[config.mk]
export PLATFORM = sky130hd
export DESIGN_NAME = apb_phase_monitor
export DESIGN_NICKNAME = d
export VERILOG_FILES = /design/src/rtl/apb_mon_pkg.sv /design/src/rtl/apb_mon_shadow.sv /design/src/rtl/apb_mon_fsm.sv /design/src/rtl/apb_mon_report.sv /design/src/rtl/apb_phase_monitor.sv
export SDC_FILE = /design/constraint.sdc
export NUM_CORES = 1
export LEC_CHECK = 0
export BUFFER_PORTS_ARGS = -buffer_cell sky130_fd_sc_hd__buf_4
export CAP_MARGIN = 20
export CORE_ASPECT_RATIO = 0.7
export CORE_MARGIN = 2
export CORE_UTILIZATION = 41
export CTS_CLUSTER_DIAMETER = 50
export DETAILED_ROUTE_END_ITERATION = 10
export PLACE_DENSITY = 0.64
export SLEW_MARGIN = 20
export SYNTH_ARGS = -nofsm -noshare
export SYNTH_HDL_FRONTEND = slang
export SYNTH_SLANG_ARGS = --single-unit
[constraint.sdc]
create_clock -name clk -period 1.7 [get_ports clk]
set_input_delay 0.17 -clock clk [delete_from_list [all_inputs] [get_ports clk]]
set_output_delay 0.17 -clock clk [all_outputs]
set_load 0.01 [all_outputs]
[src/rtl/apb_mon_pkg.sv]
package apb_mon_pkg;

    typedef enum logic [1:0] {
        PH_IDLE  = 2'd0,
        PH_SETUP = 2'd1,
        PH_WAIT  = 2'd2
    } phase_e;

    localparam int NUM_ERR   = 4;
    localparam int ERR_SKIP  = 0;
    localparam int ERR_RPT   = 1;
    localparam int ERR_UNST  = 2;
    localparam int ERR_NOSEL = 3;

endpackage

[src/rtl/apb_mon_shadow.sv]
module apb_mon_shadow #(
    parameter int ADDR_W = 16,
    parameter int DATA_W = 32
) (
    input  logic              clk,
    input  logic              rst_n,
    input  logic              cap,
    input  logic [ADDR_W-1:0] addr,
    input  logic              write,
    input  logic [DATA_W-1:0] wdata,
    output logic              mismatch
);

    logic [ADDR_W-1:0] sh_addr;
    logic              sh_write;
    logic [DATA_W-1:0] sh_wdata;

    always_ff @(posedge clk) begin
        if (!rst_n) begin
            sh_addr  <= '0;
            sh_write <= 1'b0;
            sh_wdata <= '0;
        end else if (cap) begin
            sh_addr  <= addr;
            sh_write <= write;
            sh_wdata <= wdata;
        end
    end

    // write data only matters when the setup cycle declared a write
    always_comb begin
        mismatch = (addr != sh_addr) || (write != sh_write)
                || (sh_write && (wdata != sh_wdata));
    end

    // a bus held still since the capture cycle never mismatches
    p_shadow_hold_r6: assert property (@(posedge clk) disable iff (!rst_n)
        cap |=> (!$stable(addr) || !$stable(write) || !$stable(wdata) || !mismatch));

endmodule

[src/rtl/apb_mon_fsm.sv]
module apb_mon_fsm
    import apb_mon_pkg::*;
(
    input  logic               clk,
    input  logic               rst_n,
    input  logic               sel,
    input  logic               enable,
    input  logic               ready,
    input  logic               mismatch,
    output logic               cap,
    output logic               done_ev,
    output logic [NUM_ERR-1:0] ev,
    output phase_e             phase
);

    phase_e state_q, state_d;

    always_ff @(posedge clk) begin
        if (!rst_n) state_q <= PH_IDLE;
        else        state_q <= state_d;
    end

    always_comb begin
        state_d      = state_q;
        cap          = 1'b0;
        done_ev      = 1'b0;
        ev           = '0;
        ev[ERR_NOSEL] = enable && !sel;
        unique case (state_q)
            PH_IDLE: begin
                if (sel && !enable) begin
                    cap     = 1'b1;
                    state_d = PH_SETUP;
                end else if (sel && enable) begin
                    ev[ERR_SKIP] = 1'b1;
                end
            end
            PH_SETUP, PH_WAIT: begin
                if (sel && !enable) begin
                    if (state_q == PH_SETUP) ev[ERR_RPT]  = 1'b1;
                    else                     ev[ERR_UNST] = 1'b1;
                    cap     = 1'b1;
                    state_d = PH_SETUP;
                end else if (sel && enable) begin
                    ev[ERR_UNST] = mismatch;
                    if (ready) begin
                        done_ev = 1'b1;
                        state_d = PH_IDLE;
                    end else begin
                        state_d = PH_WAIT;
                    end
                end else begin
                    ev[ERR_UNST] = 1'b1;
                    state_d      = PH_IDLE;
                end
            end
            default: state_d = PH_IDLE;
        endcase
    end

    assign phase = state_q;

    // a wait state is only entered from an open transfer
    p_wait_entry_r3: assert property (@(posedge clk) disable iff (!rst_n)
        (phase == PH_WAIT) |-> $past(sel && enable && !ready));

endmodule

[src/rtl/apb_mon_report.sv]
module apb_mon_report
    import apb_mon_pkg::*;
#(
    parameter int CNT_W = 16
) (
    input  logic               clk,
    input  logic               rst_n,
    input  logic               clr,
    input  logic [NUM_ERR-1:0] ev,
    input  logic               done_ev,
    output logic [NUM_ERR-1:0] err,
    output logic               done,
    output logic [CNT_W-1:0]   count
);

    localparam logic [CNT_W-1:0] CNT_ONE = {{(CNT_W-1){1'b0}}, 1'b1};

    for (genvar g = 0; g < NUM_ERR; g++) begin : g_flag
        always_ff @(posedge clk) begin
            if (!rst_n)      err[g] <= 1'b0;
            else if (ev[g])  err[g] <= 1'b1;
            else if (clr)    err[g] <= 1'b0;
        end

        // a flag only falls on a clear
        p_sticky_r9: assert property (@(posedge clk) disable iff (!rst_n)
            (err[g] && !clr) |=> err[g]);
    end

    always_ff @(posedge clk) begin
        if (!rst_n) begin
            done  <= 1'b0;
            count <= '0;
        end else begin
            done <= done_ev;
            if (done_ev) count <= count + CNT_ONE;
        end
    end

    // every pulse advances the count by one, modulo its width
    p_count_step_r2: assert property (@(posedge clk) disable iff (!rst_n)
        done |-> (count == $past(count) + CNT_ONE));

    p_count_hold_r10: assert property (@(posedge clk) disable iff (!rst_n)
        (!done && $past(rst_n)) |-> $stable(count));

endmodule

[src/rtl/apb_phase_monitor.sv]
module apb_phase_monitor
    import apb_mon_pkg::*;
#(
    parameter int ADDR_W = 16,
    parameter int DATA_W = 32,
    parameter int CNT_W  = 16
) (
    input  logic              clk,
    input  logic              rst_n,
    input  logic              clr_err,
    input  logic              bus_sel,
    input  logic              bus_enable,
    input  logic [ADDR_W-1:0] bus_addr,
    input  logic              bus_write,
    input  logic [DATA_W-1:0] bus_wdata,
    input  logic              bus_ready,
    output logic              xfer_done,
    output logic [CNT_W-1:0]  xfer_count,
    output logic              err_skip,
    output logic              err_repeat,
    output logic              err_unstable,
    output logic              err_nosel
);

    logic               cap;
    logic               mismatch;
    logic               done_ev;
    logic [NUM_ERR-1:0] ev;
    logic [NUM_ERR-1:0] err;
    phase_e             phase;

    apb_mon_shadow #(.ADDR_W(ADDR_W), .DATA_W(DATA_W)) u_shadow (
        .clk      (clk),
        .rst_n    (rst_n),
        .cap      (cap),
        .addr     (bus_addr),
        .write    (bus_write),
        .wdata    (bus_wdata),
        .mismatch (mismatch)
    );

    apb_mon_fsm u_fsm (
        .clk      (clk),
        .rst_n    (rst_n),
        .sel      (bus_sel),
        .enable   (bus_enable),
        .ready    (bus_ready),
        .mismatch (mismatch),
        .cap      (cap),
        .done_ev  (done_ev),
        .ev       (ev),
        .phase    (phase)
    );

    apb_mon_report #(.CNT_W(CNT_W)) u_report (
        .clk     (clk),
        .rst_n   (rst_n),
        .clr     (clr_err),
        .ev      (ev),
        .done_ev (done_ev),
        .err     (err),
        .done    (xfer_done),
        .count   (xfer_count)
    );

    assign err_skip     = err[ERR_SKIP];
    assign err_repeat   = err[ERR_RPT];
    assign err_unstable = err[ERR_UNST];
    assign err_nosel    = err[ERR_NOSEL];

    // enable without select is always flagged
    p_nosel_r8: assert property (@(posedge clk) disable iff (!rst_n)
        (bus_enable && !bus_sel) |=> err_nosel);

    // two setup signatures back to back are flagged
    p_repeat_r5: assert property (@(posedge clk) disable iff (!rst_n)
        ($past(rst_n && bus_sel && !bus_enable) && bus_sel && !bus_enable) |=> err_repeat);

    // an access with no setup and no open access phase before it
    p_skip_r4: assert property (@(posedge clk) disable iff (!rst_n)
        (bus_sel && bus_enable && !$past(rst_n && bus_sel && !(bus_enable && bus_ready)))
        |=> err_skip);

    // a completion pulse always follows a ready access cycle
    p_done_src_r2: assert property (@(posedge clk) disable iff (!rst_n)
        xfer_done |-> $past(bus_sel && bus_enable && bus_ready));

    // the tracker sits idle straight after reset
    p_idle_after_reset_r1: assert property (@(posedge clk)
        !$past(rst_n) |-> (phase == PH_IDLE) || !rst_n);

endmodule

After elaboration in Yosys (flattened, before gate mapping)
Index checks and enable logic that the tools add are counted.
{"block": "totals", "out_inout_bits": 21, "register_bits": 72}
{"block": "classes", "n_eq_ne": 6, "addsub": 1, "n_reduce_logical": 15, "muxes": 25}
{"op": "$ne 32x32->1", "count": 1}
{"op": "$mux 1", "count": 19}
{"op": "$add 16x1->16 const B", "count": 1}
{"op": "$ne 16x16->1", "count": 1}
{"op": "$mux 2", "count": 5}
{"op": "$reduce_bool 2->1", "count": 4}
{"op": "$logic_and 1x1->1", "count": 4}
{"op": "$pmux 2 s2", "count": 1}
{"op": "$reduce_or 3->1", "count": 1}
{"op": "$eq 2x1->1 const B", "count": 1}
{"op": "$eq 2x2->1 const B", "count": 1}
{"op": "$logic_not 1->1", "count": 2}
{"op": "$logic_not 2->1", "count": 1}
{"op": "$logic_or 1x1->1", "count": 2}
{"op": "$ne 2x1->1 const B", "count": 1}
{"op": "$reduce_or 2->1", "count": 1}
{"op": "$ne 1x1->1", "count": 1}

Longest topological paths before layout
{"block": "logic_depth", "depth_word": 7, "ltp_mapped": 8, "mapped_depth_nobuf": 7}

Modules after synthesis
From an unflattened synthesis, not the netlist that was laid out.
{"block": "hier_totals", "cells_unflattened": 347, "hier_area_um2": 3482.1}
{"mod": "apb_mon_shadow", "cells_each": 225, "area_each_um2": 2382.3, "n_inst": 1, "seq_area_each_um2": 980.9}
{"mod": "apb_mon_report", "cells_each": 97, "area_each_um2": 897.1, "n_inst": 1, "seq_area_each_um2": 420.4}
{"mod": "apb_mon_fsm", "cells_each": 25, "area_each_um2": 202.7, "n_inst": 1, "seq_area_each_um2": 40.0}

Worst setup path after synthesis
OpenSTA, ideal clock, no wires.
{"block": "synth_timing", "kind": "reg-to-reg", "start": "register u_fsm.state_q[0] (netlist: u_fsm.phase[0])", "end": "register u_report.count[15]", "path_slack_ns": -0.145, "arrival_ns": 1.729, "synth_period_minus_slack_ns": 1.845, "path_stages_with_launch": 9, "setup_ns": 0.116, "cell_sequence": "dfxtp_1 > inv_1 > ha_1 > and4_1 > buf_4 > nand4_4 > nor3_2 > a21oi_1 > a31o_2"}
{"block": "synth_between", "elab_chain_len": 3, "elab_cells_between_ends": 4, "classes_between": "2 x eq/ne; 1 x mux; 1 x reduce/logical"}
{"item": "start, declared", "line": "apb_mon_fsm.sv:16", "rtl": "phase_e state_q, state_d;"}
{"item": "start signal, assigned", "line": "apb_mon_fsm.sv:20", "rtl": "else state_q <= state_d;"}
{"item": "$eq 2x2->1 / $eq 2x1->1 (equally long branches)", "line": "apb_mon_fsm.sv:29", "rtl": "unique case (state_q)"}
{"item": "$reduce_or 2->1 *", "line": "apb_mon_fsm.sv:29"}
{"item": "$mux 1 *", "line": "apb_mon_fsm.sv:29"}
{"item": "end signal, assigned", "line": "apb_mon_report.sv:36", "rtl": "if (done_ev) count <= count + CNT_ONE;"}
{"item": "end, declared", "line": "apb_mon_report.sv:13", "rtl": "output logic [CNT_W-1:0] count"}
Mark *: on every way between the ends. The rest lies on a longest branch, timed or not.
A chain may end at the register's enable or synchronous reset.

Worst setup path in the final report
{"block": "layout_timing", "start": "register u_fsm.state_q[1] (netlist: u_fsm.phase[1])", "end": "register u_report.count[6]"}
Same word-level chain as after synthesis.

==> impl_metrics.ini <==
[setup_path]
slowest_stage = or3_1
crit-reg2reg-launch = u_fsm.phase[1]
r2r_cells = 6
crit_path_max_fanout = 8
crit_path_end_kind = flip-flop
crit_required_ns = 1.96
cp.buffers_inverters = 1
critPathTopFamily = simple AND/OR/NAND/NOR gates
setup.worst_path.class = flip-flop to flip-flop
cp_data_arrival_time_ns = 1.92
crit_chain = inv_2 > ha_4 > and4_4 > nand3_2 > or3_1 > a21oi_1
reg2reg_to = u_report.count[6]
slowest_delay_ns = 0.39
startpoint_type = flip-flop
r2r_slack_ns = 0.04

[detailed_routing]
viasPerCell = 4.96
ant_nets = 0
drtPass1Iterations = 4
num_vias = 2899
drc_errors = 0
wirelength_um = 7950
drtIter0Drc = 138
wire_per_inst_um = 13.6

[sta]
finalCritPeriodShare_pct = 97.5
finClkSkew_ns = 0.00537
setup_tns_ns = 0
slew_headroom_pct = 74.7
timing.hold.ws_ns = 0.0970
rsz0062_at_grt = true
timing.final.crit_period_ns = 1.66
final_max_slew_viol_count = 0
finalSetupViolCount = 0
hold_viol = 0
max_clock_freq_mhz = 603
worst_slew_pin_slew_ns = 0.376

[grt]
grt_antenna_before_repair = 0
grt_usage_pct = 18.3
grt_max_degree = 55
grt_use_met3_pct = 7.41
grt_pass1_vias = 2736
met2_usage_pct = 28.4
grt.met1_usage_pct = 24.0
grt_pass1_wl_um = 12900
overflow = 0
busiest_layer = met2

[clock_tree]
clock_path_buffers = 2
cts_buffers = 9
root_buffer = clkbuf_16
tritoncts = done
clkTransAtPathRegs_ns = 0.06
clk_latency_ns = 0.33
ctsHoldBuffers = 0
cts.sinks = 72
htreeDepth = 3

[placed_design]
dp.final_hpwl_um = 5460
io_buffers = 75
dpl_cell_area_mm2 = 0.00401
routabilityCongestion = 0.792

[pwr]
p_switching_w = 0.000948
irDropWorstVdd_mv = 0.641
power_frac_seq_pct = 42.2
p_clk_share_pct = 47.6
p_int_w = 0.00329
powerDensity_mw_per_mm2 = 968
leakage_nw = 1.80
p_total_w = 0.00423
p_comb_share_pct = 10.2
p_sw_share_pct = 22.4

[logic_synthesis]
synth_seq_area_share_pct = 44.3
ys.warnings.count = 0
netlist_instances = 399
avgSynthCellArea_um2 = 8.15
synth_area_leaders = dfxtp_1, nand2_1, xor2_1
synth_top_area_share_pct = 44.3
syn_nets = 458
synth_cell_types = 33
ys_ff_latch = 72
yosys.area.top_type = dfxtp_1
synth_area_mm2 = 0.00325

[final_layout]
utilization_pct = 56.3
fillers = 721
diodes = 0
final_nets = 537
drive_gt1_share_pct = 24.6
syn_to_final_growth_pct = 34.5
design_area_mm2 = 0.00438

[min_path]
hold_end = u_shadow.sh_wdata[3]
holdPathStages = 3
hp-class = input pin to flip-flop
hp-start = bus_wdata[3]

[floorplanning]
die_w_um = 110
initial_utilization_pct = 41.9
dieArea_mm2 = 0.00867
ios = 76
std_cell_rows = 27
core_mm2 = 0.00777
die_y_um = 78.5

[run]
drv_cap = 0

[run_status]
status = finished clean
## cells by family after synthesis
kind of cell	after synthesis	synth area share, %
XOR/XNOR	58	15.6
buffers and inverters	24	2.92
adder cells (fa/ha/maj)	4	1.54
AND/OR/NAND/NOR	170	24.2
flip-flops	72	44.3
multiplexers	1	0.308
AO/OA/AOI/OAI	70	11.1
## cell usage after synthesis
cell type,number
a31o_2,1
nor4_1,9
buf_2,1
nor4_2,1
xor2_1,36
clkinv_1,1
o21a_1,1
o21ai_0,7
buf_4,1
nand4_1,10
inv_1,4
nor2_1,13
a22oi_1,1
nor3_1,5
nand2b_1,5
nand4b_1,1
ha_1,4
xnor2_1,22
a21oi_1,59
nand3_2,1
a31oi_1,1
and2_1,1
or2_2,1
nand4_4,1
and4_1,3
dfxtp_1,72
mux2i_1,1
nand2_1,108
or3_1,5
nor3_2,1
nand3_1,4
clkbuf_1,17
nor2b_1,1
## sequential cells by signal, indices dropped and copies added (netlist names)
signal / cells
u_shadow.sh_wdata: 32
u_report.done: 1
u_shadow.sh_write: 1
u_report.count: 16
u_report.err: 4
u_shadow.sh_addr: 16
u_fsm.phase: 2
## power by group through the flow
| stage | Combinational [W] | Sequential (W) | Clock (W) |
|---|---|---|---|
| after floorplan | 0.000224 | 0.00182 | 0 |
| after global placement | 0.000423 | 0.00182 | 0 |
| after detailed placement | 0.000428 | 0.00182 | 0 |
| after CTS | 0.000432 | 0.00179 | 0.00205 |
| after global routing | 0.000476 | 0.00179 | 0.00214 |
| final | 0.000430 | 0.00179 | 0.00202 |
## worst max path at each step
stage          slack (ns)      startpoint                 end  cells after the start
6_report             0.04  u_fsm.phase[1]   u_report.count[6]                      6
5_1_grt             -0.04  u_fsm.phase[1]   u_report.count[6]                      6
4_1_cts             0.002  u_fsm.phase[1]  u_report.count[15]                      7
3_5_place_dp        -0.05  u_fsm.phase[1]  u_report.count[13]                      7
3_3_place_gp         0.04  u_fsm.phase[1]  u_report.count[15]                      7
2_1_floorplan       0.002  u_fsm.phase[0]  u_report.count[15]                      8
## area by class of cell
class / count / area, um2 / area share, %
tap: 101 / 126 / 2.89
sequential: 72 / 1440 / 33.0
clock inverter: 5 / 80.1 / 1.83
timing repair buffer: 87 / 691 / 15.8
multi-input combinational: 303 / 1770 / 40.5
inverter: 5 / 18.8 / 0.429
clock buffer: 11 / 243 / 5.55
## placed cells by master (no fill, tap or decap), types with 5 or more instances in the layout
cell,count
a21oi_1,58
buf_4,84
clkbuf_16,9
dfxtp_1,70
nand2_1,108
nand2b_1,5
nand4_1,10
nor2_1,12
nor4_1,9
o21ai_0,7
or3_1,5
xnor2_1,22
xor2_1,36
## worst reg2reg max path: cells and delay by family (launching register included)
kind	cells	cell delay (ns)
flops	1	0.34
compound gates	1	0.14
simple gates	3	0.80
buf+inv	1	0.05
fa+ha+maj	1	0.26
## through the flow
stage / setup slack, ns / std cells
2_1_floorplan: 0.00198 / 399
3_3_place_gp: 0.0377 / 566
3_5_place_dp: -0.0503 / 566
4_1_cts: 0.00222 / 584
5_1_grt: -0.0413 / 584
6_report: 0.0422 / 584
## per-layer routing
metal	share of wire (%)	wire, um
met5	0	0
met3	5.9	468
met4	0.74	59
met2	44	3530
met1	49	3890
## timing repair
action,4_1_cts,5_1_grt
setup endpoints to repair,8,7
gates resized for setup,3,4
hold endpoints to repair,0,0
setup buffers,2,0
pin swaps,2,4
Note: power is estimated with default switching activity, not from simulation.
